<file path="src/rtl/ttb_pkg.sv">
package ttb_pkg;
    localparam int unsigned DATA_W = 32;
    localparam int unsigned CTL_W  = 4;
    localparam int unsigned CB_RUN  = 0;
    localparam int unsigned CB_SLOW = 1;
    localparam int unsigned CB_IRQ  = 2;
    localparam int unsigned CB_WAVE = 3;

    typedef enum logic [1:0] {
        F_COUNT   = 2'd0,
        F_RELOAD  = 2'd1,
        F_MATCH_A = 2'd2,
        F_MATCH_B = 2'd3
    } tmr_field_e;

    typedef struct packed {
        logic [DATA_W-1:0] count;
        logic [DATA_W-1:0] reload;
        logic [DATA_W-1:0] match_a;
        logic [DATA_W-1:0] match_b;
        logic              irq;
    } chan_state_t;

    typedef struct packed {
        logic [DATA_W-1:0] ctrl;
        logic [DATA_W-1:0] ctrl2;
        logic              err;
    } bank_state_t;
endpackage

</file>
<file path="src/rtl/ttb_addr_dec.sv">
module ttb_addr_dec
    import ttb_pkg::*;
#(
    parameter int unsigned NUM_TMR = 8,
    parameter int unsigned ADDR_W  = 8,
    parameter int unsigned LOW_WIN = 3
) (
    input  logic [ADDR_W-1:0]  addr,
    output logic [NUM_TMR-1:0] tmr_sel,
    output tmr_field_e         field,
    output logic               hit_ctrl,
    output logic               hit_ctrl2
);
    localparam int unsigned SLOT_W = ADDR_W - 4;

    logic [SLOT_W-1:0] slot;
    logic [1:0]        word;
    logic              aligned;

    assign slot    = addr[ADDR_W-1:4];
    assign word    = addr[3:2];
    assign aligned = (addr[1:0] == 2'b00);
    assign field   = tmr_field_e'(word);

    for (genvar i = 0; i < NUM_TMR; i++) begin : g_sel
        localparam int unsigned SLOT_I = (i < LOW_WIN) ? i : i + 1;
        assign tmr_sel[i] = aligned && (slot == SLOT_W'(SLOT_I));
    end

    assign hit_ctrl  = aligned && (slot == SLOT_W'(LOW_WIN)) && (word == 2'd0);
    assign hit_ctrl2 = aligned && (slot == SLOT_W'(LOW_WIN)) && (word == 2'd1);
endmodule

</file>
<file path="src/rtl/ttb_channel.sv">
module ttb_channel
    import ttb_pkg::*;
(
    input  logic              clk,
    input  logic              rst_n,
    input  logic              run,
    input  logic              slow_sel,
    input  logic              irq_en,
    input  logic              ext_tick,
    input  logic              bus_tick,
    input  logic              stop_ev,
    input  logic              wr_count,
    input  logic              wr_reload,
    input  logic              wr_match_a,
    input  logic              wr_match_b,
    input  logic [DATA_W-1:0] wdata,
    output logic [DATA_W-1:0] count,
    output logic [DATA_W-1:0] reload,
    output logic [DATA_W-1:0] match_a,
    output logic [DATA_W-1:0] match_b,
    output logic              irq
);
    chan_state_t cur_q, nxt_d;
    logic        tick;
    logic        wrap;

    always_comb begin
        nxt_d = cur_q;
        wrap  = 1'b0;
        tick  = slow_sel ? ext_tick : bus_tick;
        if (run && tick) begin
            if (cur_q.count == '0) begin
                nxt_d.count = cur_q.reload;
                wrap        = 1'b1;
            end else begin
                nxt_d.count = cur_q.count - 1'b1;
            end
        end
        // a software count write wins over the tick
        if (wr_count && run) begin
            nxt_d.count = wdata;
        end
        // stopping a running channel restores the reload value
        if (stop_ev) begin
            nxt_d.count = cur_q.reload;
        end
        if (wr_reload) begin
            nxt_d.reload = wdata;
        end
        if (wr_match_a) begin
            nxt_d.match_a = wdata;
        end
        if (wr_match_b) begin
            nxt_d.match_b = wdata;
        end
        nxt_d.irq = wrap && irq_en;
    end

    always_ff @(posedge clk) begin
        if (!rst_n) begin
            cur_q <= '0;
        end else begin
            cur_q <= nxt_d;
        end
    end

    assign count   = cur_q.count;
    assign reload  = cur_q.reload;
    assign match_a = cur_q.match_a;
    assign match_b = cur_q.match_b;
    assign irq     = cur_q.irq;

    p_idle_hold_r5: assert property (@(posedge clk) disable iff (!rst_n)
        (!run && !stop_ev) |=> $stable(cur_q.count));

    p_step_r5: assert property (@(posedge clk) disable iff (!rst_n)
        (run && tick && (cur_q.count != '0) && !wr_count && !stop_ev)
        |=> (cur_q.count == $past(cur_q.count) - 1'b1));

    p_wrap_load_r6: assert property (@(posedge clk) disable iff (!rst_n)
        (run && tick && (cur_q.count == '0) && !wr_count && !stop_ev)
        |=> (cur_q.count == $past(cur_q.reload)));

    p_irq_gate_r6: assert property (@(posedge clk) disable iff (!rst_n)
        cur_q.irq |-> $past(irq_en));

    p_stop_load_r7: assert property (@(posedge clk) disable iff (!rst_n)
        stop_ev |=> (cur_q.count == $past(cur_q.reload)));
endmodule

</file>
<file path="src/rtl/timer_bank.sv">
module timer_bank
    import ttb_pkg::*;
#(
    parameter int unsigned NUM_TMR    = 8,
    parameter int unsigned ADDR_W     = 8,
    parameter int unsigned LOW_WIN    = 3,
    parameter int unsigned WAVE_FIRST = 4
) (
    input  logic               clk,
    input  logic               rst_n,
    input  logic               ext_tick,
    input  logic               bus_tick,
    input  logic [ADDR_W-1:0]  addr,
    input  logic               wr_en,
    input  logic [DATA_W-1:0]  wr_data,
    output logic [DATA_W-1:0]  rd_data,
    output logic [NUM_TMR-1:0] irq,
    output logic               cfg_err
);
    localparam int unsigned CTRL_BITS = NUM_TMR * CTL_W;

    function automatic logic [DATA_W-1:0] wave_ban_bits();
        logic [DATA_W-1:0] m;
        m = '0;
        for (int i = 0; i < NUM_TMR; i++) begin
            if (i < WAVE_FIRST) begin
                m[i*CTL_W + CB_WAVE] = 1'b1;
            end
        end
        return m;
    endfunction

    localparam logic [DATA_W-1:0] WAVE_BAN = wave_ban_bits();

    bank_state_t        cur_q, nxt_d;
    logic [NUM_TMR-1:0] tmr_sel;
    tmr_field_e         field;
    logic               hit_ctrl, hit_ctrl2;
    logic               ctl_wr;
    logic [NUM_TMR-1:0] stop_ev;
    logic [DATA_W-1:0]  ch_count   [NUM_TMR];
    logic [DATA_W-1:0]  ch_reload  [NUM_TMR];
    logic [DATA_W-1:0]  ch_match_a [NUM_TMR];
    logic [DATA_W-1:0]  ch_match_b [NUM_TMR];

    ttb_addr_dec #(
        .NUM_TMR (NUM_TMR),
        .ADDR_W  (ADDR_W),
        .LOW_WIN (LOW_WIN)
    ) i_dec (
        .addr      (addr),
        .tmr_sel   (tmr_sel),
        .field     (field),
        .hit_ctrl  (hit_ctrl),
        .hit_ctrl2 (hit_ctrl2)
    );

    assign ctl_wr = wr_en && hit_ctrl;

    always_comb begin
        nxt_d     = cur_q;
        nxt_d.err = 1'b0;
        if (ctl_wr) begin
            nxt_d.ctrl = wr_data & ~WAVE_BAN;
            nxt_d.err  = |(wr_data & WAVE_BAN);
        end
        if (wr_en && hit_ctrl2) begin
            nxt_d.ctrl2 = wr_data;
        end
    end

    always_ff @(posedge clk) begin
        if (!rst_n) begin
            cur_q <= '0;
        end else begin
            cur_q <= nxt_d;
        end
    end

    for (genvar i = 0; i < NUM_TMR; i++) begin : g_ch
        localparam int unsigned B = i * CTL_W;

        assign stop_ev[i] = ctl_wr && cur_q.ctrl[B + CB_RUN] && !wr_data[B + CB_RUN];

        ttb_channel i_ch (
            .clk        (clk),
            .rst_n      (rst_n),
            .run        (cur_q.ctrl[B + CB_RUN]),
            .slow_sel   (cur_q.ctrl[B + CB_SLOW]),
            .irq_en     (cur_q.ctrl[B + CB_IRQ]),
            .ext_tick   (ext_tick),
            .bus_tick   (bus_tick),
            .stop_ev    (stop_ev[i]),
            .wr_count   (wr_en && tmr_sel[i] && (field == F_COUNT)),
            .wr_reload  (wr_en && tmr_sel[i] && (field == F_RELOAD)),
            .wr_match_a (wr_en && tmr_sel[i] && (field == F_MATCH_A)),
            .wr_match_b (wr_en && tmr_sel[i] && (field == F_MATCH_B)),
            .wdata      (wr_data),
            .count      (ch_count[i]),
            .reload     (ch_reload[i]),
            .match_a    (ch_match_a[i]),
            .match_b    (ch_match_b[i]),
            .irq        (irq[i])
        );
    end

    always_comb begin
        rd_data = '0;
        if (hit_ctrl) begin
            rd_data = cur_q.ctrl;
        end
        if (hit_ctrl2) begin
            rd_data = cur_q.ctrl2;
        end
        for (int i = 0; i < NUM_TMR; i++) begin
            if (tmr_sel[i]) begin
                case (field)
                    F_COUNT:   rd_data = ch_count[i];
                    F_RELOAD:  rd_data = ch_reload[i];
                    F_MATCH_A: rd_data = ch_match_a[i];
                    default:   rd_data = ch_match_b[i];
                endcase
            end
        end
    end

    assign cfg_err = cur_q.err;

    initial begin
        if (CTRL_BITS > DATA_W) begin
            $error("control word too narrow for channel count");
        end
    end

    p_ctrl_hold_r4: assert property (@(posedge clk) disable iff (!rst_n)
        !ctl_wr |=> $stable(cur_q.ctrl));

    p_err_source_r10: assert property (@(posedge clk) disable iff (!rst_n)
        cur_q.err |-> $past(ctl_wr));

    p_spare_hold_r11: assert property (@(posedge clk) disable iff (!rst_n)
        !(wr_en && hit_ctrl2) |=> $stable(cur_q.ctrl2));
endmodule

</file>
<file path="config.mk">
export PLATFORM = sky130hd
export DESIGN_NAME = timer_bank
export DESIGN_NICKNAME = d
export VERILOG_FILES = /design/src/rtl/ttb_pkg.sv /design/src/rtl/ttb_addr_dec.sv /design/src/rtl/ttb_channel.sv /design/src/rtl/timer_bank.sv
export SDC_FILE = /design/constraint.sdc
export NUM_CORES = 2
export LEC_CHECK = 0
export ABC_AREA = 0
export BUFFER_PORTS_ARGS = -buffer_cell sky130_fd_sc_hd__buf_2
export CAP_MARGIN = 20
export CORE_UTILIZATION = 55
export CTS_CLUSTER_SIZE = 12
export DETAILED_ROUTE_END_ITERATION = 10
export GPL_TIMING_DRIVEN = 1
export HOLD_SLACK_MARGIN = 0.03
export PLACE_DENSITY = 0.77
export SYNTH_ARGS = -nofsm -noshare
export SYNTH_HDL_FRONTEND = slang
export SYNTH_SLANG_ARGS = --single-unit
</file>
<file path="constraint.sdc">
create_clock -name clk -period 3.85 [get_ports clk]
set_input_delay 0 -clock clk [delete_from_list [all_inputs] [get_ports clk]]
set_output_delay 0 -clock clk [all_outputs]
set_load 0.005 [all_outputs]
</file>
==> impl_metrics.json <==
{
  "final_cells": 8367,
  "cts_sinks": 1093,
  "numCtsBuffers": 116,
  "grtUsageTotal_pct": 43.9,
  "critical_path_arrival_ps": 3610,
  "synth_edf_count": 0,
  "dp_hpwl_um": 154000,
  "grt_pass1_vias": 52200,
  "grt_overflow": 0,
  "start_util_pct": 55.6,
  "worst_hold_path.endpoint": "g_ch[6].i_ch.count[28]",
  "regToRegSetupSlack_ps": 550,
  "finalSetupViolCount": 0,
  "final_cell_mix": "nand2_1 (1958), a21oi_1 (1105), dfxtp_1 (1093), nor2_1 (325), buf_4 (265)",
  "finalWirelength_um": 231000,
  "cp_cell_sequence": "mux4_2, o22ai_1, a21oi_1, o21ai_0, nand3_1, buf_2",
  "insertion_delay_ps": 740,
  "drt-initial-drc-count": 9529,
  "n_fill_cell": 8643,
  "hold_depth": 4,
  "core_area_um2": 100000,
  "fmax_mhz": 277,
  "timing_hold_violations_final": 0,
  "hold_start": "addr[7]",
  "antenna_found_initial": 21,
  "num_vias": 57300,
  "min_period_over_period_pct": 93.6,
  "startpoint_type": "register",
  "worstMarginPinSlew_ps": 1160,
  "yosysSeqAreaShare_pct": 39.2,
  "reg2reg_from": "g_ch[4].i_ch.count[0]",
  "layout.nets": 6974,
  "slowest_delay_ps": 960,
  "clk_path_buf_depth": 3,
  "grt_pass1_wl_um": 342000,
  "die_x_um": 321,
  "io_pins": 86,
  "synth_top_area_share_pct": 39.2,
  "outcome": "complete, no violations",
  "path_class": "register to output port",
  "clock-skew-final_ps": 31.0,
  "synth_nets": 7122,
  "yosys_most_used_dff": "dfxtp_1",
  "cts_tree": "done",
  "synth_largest_area_cell": "dfxtp_1",
  "final_common_cell": "nand2_1",
  "required_ps": 3850,
  "drt-pass1-iter-count": 10,
  "synth_cell_types": 88,
  "avgSynthCellArea_um2": 7.90,
  "fin_crit_ps": 3610,
  "drv_cap": 0,
  "clk_pin_slew_ps": 60,
  "drv_slew": 0,
  "ant_nets": 0,
  "drive_gt1_share_pct": 12.7,
  "dp.cells": 8118,
  "slowest_stage": "o21ai_0",
  "netlist_area_um2": 55800,
  "finalSetupTns_ps": 0,
  "htree_levels": 3,
  "root_buffer": "clkbuf_16",
  "power_density_nw_per_um2": 394,
  "crit_buf_inv": 1,
  "rsz0062_at_grt": "no",
  "cp_top_family": "compound AO/OA/AOI/OAI gates",
  "syn_inst": 7061,
  "io_buffers": 85,
  "dieArea_um2": 103000,
  "drc": 0,
  "synth_area_leaders": "dfxtp_1 (39%), nand2_1 (13%), mux4_2 (10%), a21oi_1 (9.9%), clkbuf_1 (3.9%)",
  "area_delta_synth_final_pct": 11.3,
  "grt_max_degree": 113,
  "reg2regPathDepth": 10,
  "routed_via_density": 6.85,
  "hold_path.class": "input pin to register",
  "postCtsSetupBuffers": 0,
  "die_h_um": 321,
  "ys_warn_count": 0,
  "place.gp.congestion": 1.09,
  "wire_per_inst_um": 27.6,
  "rows": 116,
  "critPathMaxFanout": 7,
  "ys_ff_latch": 1093,
  "async_flop_share_pct": 0,
  "end_kind": "output port",
  "relSlewSlack_pct": 21.9,
  "peakVddDrop_v": 0.000399,
  "r2r_end": "g_ch[4].i_ch.count[14]",
  "leakage_nw": 21.3
}
[worst min-delay path: cells and delay by family]
kind / cells / cell delay [ps]
compound gates: 3 / 620
buf+inv: 1 / 160
[power breakdown]
part / switching (mW) / internal [mW] / leakage (nW) / total (mW)
clock network: 4.94 / 6.85 / 1.94 / 11.8
registers: 0.00959 / 11.3 / 8.80 / 11.3
logic: 1.02 / 0.323 / 10.6 / 1.35
[final cells by class]
class,instances,area [µm²],share of cell area (%)
clock buffers,164,3360,5.42
flip-flops and latches,1093,21900,35.2
diodes,13,32.5,0.0524
inverters,36,143,0.230
repair buffers,400,3100,5.00
clock inverters,38,577,0.929
multi-input cells,5266,31300,50.4
well taps,1357,1700,2.73
[what timing repair did]
action / CTS / global route
hold endpoints to repair: 683 / 0
gates resized for setup: 0 / 0
hold buffers: 34 / 0
[flip-flops by register name, indices dropped and copies added (netlist names)]
signal,cells
cur_q,60
g_ch.i_ch.match_a,256
g_ch.i_ch.count,256
g_ch.i_ch.irq,8
g_ch.i_ch.reload,256
g_ch.i_ch.match_b,256
cfg_err,1
[layer usage]
layer / global-route usage [%] / wire length (µm) / vias up
met5: 0 / 135 / -
met4: 27.0 / 16900 / 22
met3: 15.4 / 35900 / 883
met2: 61.4 / 94000 / 4219
met1: 57.8 / 83800 / 27400
li1: - / - / 24800
[through the flow]
| step | area [µm²] | setup WS (ps) | utilization [%] | hold WS [ps] | power [mW] |
|---|---|---|---|---|---|
| after floorplan | 55800 | 1050 | - | 250 | 12.3 |
| after global placement | 57800 | 635 | 57.6 | 348 | 12.8 |
| after detailed placement | 57800 | 637 | 57.6 | 361 | 12.8 |
| after CTS | 62100 | 606 | 61.9 | 54.1 | 24.4 |
| after global routing | 62100 | 408 | 61.9 | 114 | 24.9 |
| final | 62100 | 245 | 61.9 | 89.0 | 24.5 |
[cell families (layout without fill, tap and decap cells)]
group | count (synthesis) | count (layout) | share of synthesized area [%]
flops | 1093 | 1093 | 39.2
simple gates | 2885 | 2885 | 22.0
xor+xnor | 125 | 125 | 1.96
mux | 272 | 272 | 10.6
buf+inv | 702 | 638 | 4.92
fa+ha+maj | 16 | 16 | 0.359
other cells | 0 | 13 | 0
compound gates | 1968 | 1968 | 21.0
[cell usage after synthesis (all sizes together), types with 66 or more instances]
master / n
a211oi: 71
a21oi: 1105
a22oi: 92
buf: 89
clkbuf: 577
dfxtp: 1093
mux4: 256
nand2: 1958
nand3: 110
nor2: 355
nor3: 124
nor4: 79
o21ai: 223
o221ai: 77
o22ai: 66
xnor2: 74
[worst max-delay path by stage]
stage | startpoint | to | slack [ps] | depth (start not counted)
final | g_ch[0].i_ch.count[9] | rd_data[9] | 240 | 6
after CTS | g_ch[4].i_ch.count[0] | g_ch[4].i_ch.count[14] | 610 | 10
after floorplan | g_ch[4].i_ch.count[0] | g_ch[4].i_ch.count[12] | 1050 | 11
after detailed placement | g_ch[1].i_ch.count[24] | g_ch[1].i_ch.count[0] | 640 | 7
after global routing | g_ch[4].i_ch.count[0] | g_ch[4].i_ch.count[14] | 410 | 10
after global placement | g_ch[1].i_ch.count[24] | g_ch[1].i_ch.count[2] | 640 | 8
No activity file was read; power rests on OpenSTA's default activity.
